`config.mk`:
```
export PLATFORM = sky130hd
export DESIGN_NAME = ipt_lookup
export DESIGN_NICKNAME = d
export VERILOG_FILES = /design/src/rtl/ipt_pkg.sv /design/src/rtl/ipt_hash.sv /design/src/rtl/ipt_table.sv /design/src/rtl/ipt_probe_fsm.sv /design/src/rtl/ipt_lookup.sv
export SDC_FILE = /design/constraint.sdc
export NUM_CORES = 2
export LEC_CHECK = 0
export BUFFER_PORTS_ARGS = -buffer_cell sky130_fd_sc_hd__buf_2
export CELL_PAD_IN_SITES_DETAIL_PLACEMENT = 1
export CELL_PAD_IN_SITES_GLOBAL_PLACEMENT = 1
export CORE_MARGIN = 2
export CORE_UTILIZATION = 45
export DETAILED_ROUTE_END_ITERATION = 12
export MAX_ROUTING_LAYER = met4
export PLACE_DENSITY = 0.68
export SYNTH_ARGS = -nofsm -noshare
export SYNTH_HDL_FRONTEND = slang
export SYNTH_SLANG_ARGS = --single-unit
```
`constraint.sdc`:
```
create_clock -name clk -period 9.6 [get_ports clk]
set_input_delay 0.48 -clock clk [delete_from_list [all_inputs] [get_ports clk]]
set_output_delay 0.48 -clock clk [all_outputs]
set_load 0.02 [all_outputs]
```
`src/rtl/ipt_pkg.sv`:
```
package ipt_pkg;
  typedef enum logic {
    ST_IDLE   = 1'b0,
    ST_SEARCH = 1'b1
  } probe_state_e;
endpackage

```
`src/rtl/ipt_hash.sv`:
```
module ipt_hash #(
  parameter int PID_W = 8,
  parameter int VPN_W = 19,
  parameter int IDX_W = 6
) (
  input  logic [PID_W-1:0] pid,
  input  logic [VPN_W-1:0] vpn,
  output logic [IDX_W-1:0] idx
);
  // Fold every operand bit onto slot bit (position mod IDX_W).
  always_comb begin
    idx = '0;
    for (int b = 0; b < PID_W; b++) idx[b % IDX_W] = idx[b % IDX_W] ^ pid[b];
    for (int b = 0; b < VPN_W; b++) idx[b % IDX_W] = idx[b % IDX_W] ^ vpn[b];
  end
endmodule

```
`src/rtl/ipt_table.sv`:
```
module ipt_table #(
  parameter int PID_W = 8,
  parameter int VPN_W = 19,
  parameter int IDX_W = 6
) (
  input  logic             clk,
  input  logic             wr_en,
  input  logic [IDX_W-1:0] wr_idx,
  input  logic             wr_valid,
  input  logic [PID_W-1:0] wr_pid,
  input  logic [VPN_W-1:0] wr_vpn,
  input  logic [IDX_W-1:0] rd_idx,
  output logic             rd_valid,
  output logic [PID_W-1:0] rd_pid,
  output logic [VPN_W-1:0] rd_vpn
);
  localparam int DEPTH = 1 << IDX_W;
  localparam int ENT_W = 1 + PID_W + VPN_W;

  logic [ENT_W-1:0] mem [DEPTH];
  logic [ENT_W-1:0] rd_q;

  // Simple dual-port, registered read: maps onto block RAM.
  always_ff @(posedge clk) begin
    if (wr_en) mem[wr_idx] <= {wr_valid, wr_pid, wr_vpn};
    rd_q <= mem[rd_idx];
  end

  assign {rd_valid, rd_pid, rd_vpn} = rd_q;
endmodule

```
`src/rtl/ipt_probe_fsm.sv`:
```
module ipt_probe_fsm
  import ipt_pkg::*;
#(
  parameter int PID_W       = 8,
  parameter int VPN_W       = 19,
  parameter int OFF_W       = 13,
  parameter int IDX_W       = 6,
  parameter int PROBE_LIMIT = 8
) (
  input  logic                   clk,
  input  logic                   rst,
  input  logic                   req_valid,
  input  logic [PID_W-1:0]       req_pid,
  input  logic [VPN_W-1:0]       req_vpn,
  input  logic [OFF_W-1:0]       req_off,
  input  logic [IDX_W-1:0]       home_idx,
  input  logic                   wr_busy,
  output logic                   req_ready,
  output logic [IDX_W-1:0]       rd_idx,
  input  logic                   ent_valid,
  input  logic [PID_W-1:0]       ent_pid,
  input  logic [VPN_W-1:0]       ent_vpn,
  output logic                   resp_valid,
  output logic                   resp_hit,
  output logic [IDX_W+OFF_W-1:0] resp_paddr
);
  localparam int CNT_W = $clog2(PROBE_LIMIT + 1);
  localparam logic [CNT_W-1:0] LAST_CNT = CNT_W'(PROBE_LIMIT - 1);

  probe_state_e     state;
  logic [PID_W-1:0] key_pid;
  logic [VPN_W-1:0] key_vpn;
  logic [OFF_W-1:0] key_off;
  logic [IDX_W-1:0] chk_idx;
  logic [IDX_W-1:0] home_q;
  logic [CNT_W-1:0] cnt;
  logic             match;
  logic             last;

  assign match     = ent_valid && (ent_pid == key_pid) && (ent_vpn == key_vpn);
  assign last      = (cnt == LAST_CNT);
  assign req_ready = (state == ST_IDLE) && !wr_busy;
  // Read address runs one slot ahead of the slot being compared.
  assign rd_idx    = (state == ST_IDLE) ? home_idx : chk_idx + IDX_W'(1);

  always_ff @(posedge clk) begin
    if (rst) begin
      state      <= ST_IDLE;
      resp_valid <= 1'b0;
      resp_hit   <= 1'b0;
      resp_paddr <= '0;
      key_pid    <= '0;
      key_vpn    <= '0;
      key_off    <= '0;
      chk_idx    <= '0;
      home_q     <= '0;
      cnt        <= '0;
    end else begin
      resp_valid <= 1'b0;
      case (state)
        ST_IDLE: begin
          if (req_valid && req_ready) begin
            key_pid <= req_pid;
            key_vpn <= req_vpn;
            key_off <= req_off;
            chk_idx <= home_idx;
            home_q  <= home_idx;
            cnt     <= '0;
            state   <= ST_SEARCH;
          end
        end
        ST_SEARCH: begin
          if (match) begin
            resp_valid <= 1'b1;
            resp_hit   <= 1'b1;
            resp_paddr <= {chk_idx, key_off};
            state      <= ST_IDLE;
          end else if (last) begin
            resp_valid <= 1'b1;
            resp_hit   <= 1'b0;
            resp_paddr <= '0;
            state      <= ST_IDLE;
          end else begin
            chk_idx <= chk_idx + IDX_W'(1);
            cnt     <= cnt + CNT_W'(1);
          end
        end
        default: state <= ST_IDLE;
      endcase
    end
  end

  logic [IDX_W-1:0] hit_dist;
  assign hit_dist = resp_paddr[IDX_W+OFF_W-1:OFF_W] - home_q;

  assert_pulse_R7: assert property (@(posedge clk) disable iff (rst)
    resp_valid |=> !resp_valid);

  assert_write_stall_R8: assert property (@(posedge clk) disable iff (rst)
    (state == ST_IDLE && wr_busy) |=> (state == ST_IDLE && !resp_valid));

  assert_probe_bound_R6: assert property (@(posedge clk) disable iff (rst)
    (state == ST_SEARCH) |-> (cnt <= LAST_CNT));

  assert_hit_in_window_R5: assert property (@(posedge clk) disable iff (rst)
    (resp_valid && resp_hit) |-> (int'(hit_dist) < PROBE_LIMIT));

  assert_miss_at_limit_R6: assert property (@(posedge clk) disable iff (rst)
    (state == ST_SEARCH && !match && last) |=> (resp_valid && !resp_hit));

  assert_miss_addr_R4: assert property (@(posedge clk) disable iff (rst)
    (resp_valid && !resp_hit) |-> (resp_paddr == '0));
endmodule

```
`src/rtl/ipt_lookup.sv`:
```
module ipt_lookup #(
  parameter int PID_W       = 8,
  parameter int VPN_W       = 19,
  parameter int OFF_W       = 13,
  parameter int FRAMES      = 64,
  parameter int PROBE_LIMIT = 8
) (
  input  logic                           clk,
  input  logic                           rst,
  input  logic                           lookup_valid,
  input  logic [PID_W-1:0]               lookup_pid,
  input  logic [VPN_W-1:0]               lookup_vpn,
  input  logic [OFF_W-1:0]               lookup_off,
  output logic                           lookup_ready,
  input  logic                           wr_en,
  input  logic [$clog2(FRAMES)-1:0]      wr_frame,
  input  logic                           wr_valid,
  input  logic [PID_W-1:0]               wr_pid,
  input  logic [VPN_W-1:0]               wr_vpn,
  output logic                           resp_valid,
  output logic                           resp_hit,
  output logic [$clog2(FRAMES)+OFF_W-1:0] resp_paddr
);
  localparam int IDX_W = $clog2(FRAMES);

  logic [IDX_W-1:0] home_idx;
  logic [IDX_W-1:0] rd_idx;
  logic             ent_valid;
  logic [PID_W-1:0] ent_pid;
  logic [VPN_W-1:0] ent_vpn;

  ipt_hash #(.PID_W(PID_W), .VPN_W(VPN_W), .IDX_W(IDX_W)) u_hash (
    .pid (lookup_pid),
    .vpn (lookup_vpn),
    .idx (home_idx)
  );

  ipt_table #(.PID_W(PID_W), .VPN_W(VPN_W), .IDX_W(IDX_W)) u_table (
    .clk      (clk),
    .wr_en    (wr_en),
    .wr_idx   (wr_frame),
    .wr_valid (wr_valid),
    .wr_pid   (wr_pid),
    .wr_vpn   (wr_vpn),
    .rd_idx   (rd_idx),
    .rd_valid (ent_valid),
    .rd_pid   (ent_pid),
    .rd_vpn   (ent_vpn)
  );

  ipt_probe_fsm #(
    .PID_W(PID_W), .VPN_W(VPN_W), .OFF_W(OFF_W),
    .IDX_W(IDX_W), .PROBE_LIMIT(PROBE_LIMIT)
  ) u_fsm (
    .clk        (clk),
    .rst        (rst),
    .req_valid  (lookup_valid),
    .req_pid    (lookup_pid),
    .req_vpn    (lookup_vpn),
    .req_off    (lookup_off),
    .home_idx   (home_idx),
    .wr_busy    (wr_en),
    .req_ready  (lookup_ready),
    .rd_idx     (rd_idx),
    .ent_valid  (ent_valid),
    .ent_pid    (ent_pid),
    .ent_vpn    (ent_vpn),
    .resp_valid (resp_valid),
    .resp_hit   (resp_hit),
    .resp_paddr (resp_paddr)
  );
endmodule

```
==> run metrics <==
Post-synth ARST share 0%; CTS tree yes; Post-Synthesis Cells 4844; Area contributors post-synth edfxtp_1 (70%), o211ai_1 (6.6%), mux2i_1 (4.8%); CP bufs+invs 1; Synth-to-Final Area Change 12.88%; synthesized area per cell 15.76 um^2; Clock Tree Buf Depth 3; Ports 100; 1st-iter DRT viols 4864; Final period util 55.26%; Final ANT Viol Nets 0; # port buffers 99; Seq/Total Area, Yosys 73.12%; worst path arrival time 6080 ps; CP endpoint kind flop; Layout Nets 5019; first-pass GRT wire length 348.9 mm; Final TNS setup 0 ps; Final Setup Violations 0; wire per inst 33.64 um; worst skew pair latency 840 ps; syn_nets 4924; post-synthesis cell area 76330 um^2; capturing point of the worst reg2reg path u_table.rd_q[15]; most frequent cells after synthesis edfxtp_1 (1792), o211ai_1 (674), mux2i_1 (365), nand2_1 (326), inv_1 (254); die area 172900 um^2; Total Wirelength 246.4 mm; Critical Path End u_table.rd_q[15]; max-cap violations 0; Worst Hold Class input pin to flop; Synth top area share 70.50%; Initial Util 45.19%; Post-Route Utilization 51.01%; vias 45750; #FFs+latches synth 1892; WHS Path Cells 3; WP data required 10370 ps; clock slew at reported path FFs 60 ps; Post-synth EDFFs 1792; Fin. Hold Viols 0; hold_sp lookup_off[12]; ys flop type edfxtp_1; Post-Route Skew 35.96 ps; initial antenna violation count 10; Slew headroom 13.39%; Root Driver clkbuf_16; count of different cell masters after synthesis 58; crit start category flop; CTS H-tree lvls 4; HPWL Detailed 137.7 mm; pwr dens 237.9 nW/um^2; drt via density 6.246; critical path launch point u_fsm.chk_idx[2]; maximum number of pins on one net before global-route repair 141; drt drc 0; grt total ovfl 0; outcome finished, final reports clean; Crit path depth 8; total chip power 20.50 mW; critical path's most frequent cell o211ai_1; leak pwr 28.34 nW; Reg2Reg Setup Slack 4290 ps; die height 415.9 um; critical path peak fanout 70; fin worst setup slack 4295 ps; RSZ-0062 raised after global routing false; Placeable Area 168900 um^2; crit path cell chain a31oi_1, o21ai_0, o21a_4, and2_4, buf_4, o211ai_1, o211ai_1, o2111a_1; minimum clock period 5305 ps; TritonRoute pass-1 iters 6; Pins Over Slew Limit 0; CP max stage delay 920 ps; Final Non-Filler Cells 7325; fill cell count 15980; Setup Crit Path Kind flop to flop; number of global-route vias before repair 47040; slew at the pin closest to its max-slew limit 1296 ps; die width 415.9 um; share of cells above drive strength 1 17.01%; count leader, synth edfxtp_1; GPL Wtd Cong 0.8514; total clock buffers created by CTS 194; All-Layer GR Usage 28.99%; pre-CTS setup slack 4099 ps; FF-to-FF path depth 8; FP Rows 151; RR Startpoint u_fsm.chk_idx[2]; dpl cells 6922; Top delay family on crit path compound AO/OA/AOI/OAI gates; fmax 188.5 MHz; Syn. warnings 0; CTS sink cnt 1892; Slowest-stage cell, CP buf_4; largest area contributor in the netlist edfxtp_1; Peak supply drop 0.1856 mV
[repair_timing]
item                                    in CTS  in global routing
setup buffers                                0                  0
hold buffers                                39                  0
hold endpoints to repair                    39                  0
gates resized for setup                      0                  0
endpoints found under the setup margin       0                  0
[cell families (layout without fill, tap and decap cells)]
group | Yosys count | after routing | synth area share (%)
fa+ha+maj | 2 | 2 | 0.03278
compound gates | 1162 | 1162 | 11.92
flops | 1892 | 1892 | 73.12
xor+xnor | 51 | 51 | 0.6655
buf+inv | 624 | 882 | 3.565
simple gates | 552 | 552 | 3.013
other cells | 0 | 5 | 0
mux | 561 | 561 | 7.678
[stage by stage]
| step | area [um^2] | hold WS, ps |
|---|---|---|
| 3_3_place_gp | 79600 | 440.9 |
| 6_report | 86160 | 55.12 |
| 4_1_cts | 86150 | 74.76 |
| 3_5_place_dp | 79600 | 451.2 |
| 5_1_grt | 86160 | 86.18 |
| 2_1_floorplan | 76330 | 436.0 |
[how the worst min path moves through the flow]
stage | end | slack (ps)
detailed placement | u_fsm.key_off[12] | 450
global placement | u_fsm.key_off[4] | 440
global route | u_fsm.key_off[12] | 90
floorplan | u_fsm.key_off[0] | 440
finish | u_fsm.key_off[12] | 60
CTS | u_fsm.key_off[12] | 70
[report_power, final]
part	switching (mW)	total (mW)	internal, mW
registers	0.112	9.27	9.16
logic	2.63	3.84	1.22
clock network	3.23	7.39	4.16
[routing by layer]
metal | part of all wire, % | track usage (%)
met3 | 7.4 | 5.264
met5 | 0 | -
met4 | 4.8 | 13.04
met1 | 40 | 36.65
met2 | 48 | 45.73
[cells in the final DEF (no fill, tap or decap), types with 5 or more instances in the layout]
master            n
a21oi_1         131
nand4_1           9
clkbuf_1         51
clkinv_2         34
clkbuf_16       196
o221a_2          56
a31o_2           26
bufinv_16        11
nand3b_1          5
edfxtp_1       1792
a221oi_1         28
nor2_1           32
a22oi_1          19
nand3_1          93
xnor2_1          40
xor2_1            6
clkbuf_8         11
nor2_4           62
mux2_2          196
a31oi_1          31
dfxtp_1          99
dlygate4sd3_1    39
o211a_1          28
mux2i_1         365
a221o_1         112
diode_2           5
buf_12            9
buf_2            99
o2111a_1         28
o211ai_1        674
inv_1           254
buf_4           120
clkinv_1         39
nand2_1         323
[registers in the layout (all words and copies together), names as in the netlist, 4 cells and up]
name and count:
u_table.mem 1792, u_fsm.chk_idx 6, u_fsm.cnt 4, u_fsm.key_off 13
u_fsm.key_pid 8, u_fsm.key_vpn 19, u_fsm.resp_paddr 19, u_table.rd_q 28
[layout make-up]
cell class	instances	area, um^2	area share [%]
repair buffers	267	1967	2.283
multi-input cells	2328	18470	21.44
inverters	256	960.9	1.115
flip-flops and latches	1892	55820	64.78
clock inverters	97	884.6	1.027
diodes	5	12.51	0.01452
well taps	2218	2775	3.221
clock buffers	262	5273	6.119
[worst reg2reg max path, stage by stage, from the launching register on]
cell	delay (ps)
dfxtp_1	500
a31oi_1	130
o21ai_0	760
o21a_4	600
and2_4	830
buf_4	940
o211ai_1	540
o211ai_1	650
o2111a_1	310
Note: power is estimated with default switching activity, not from simulation.
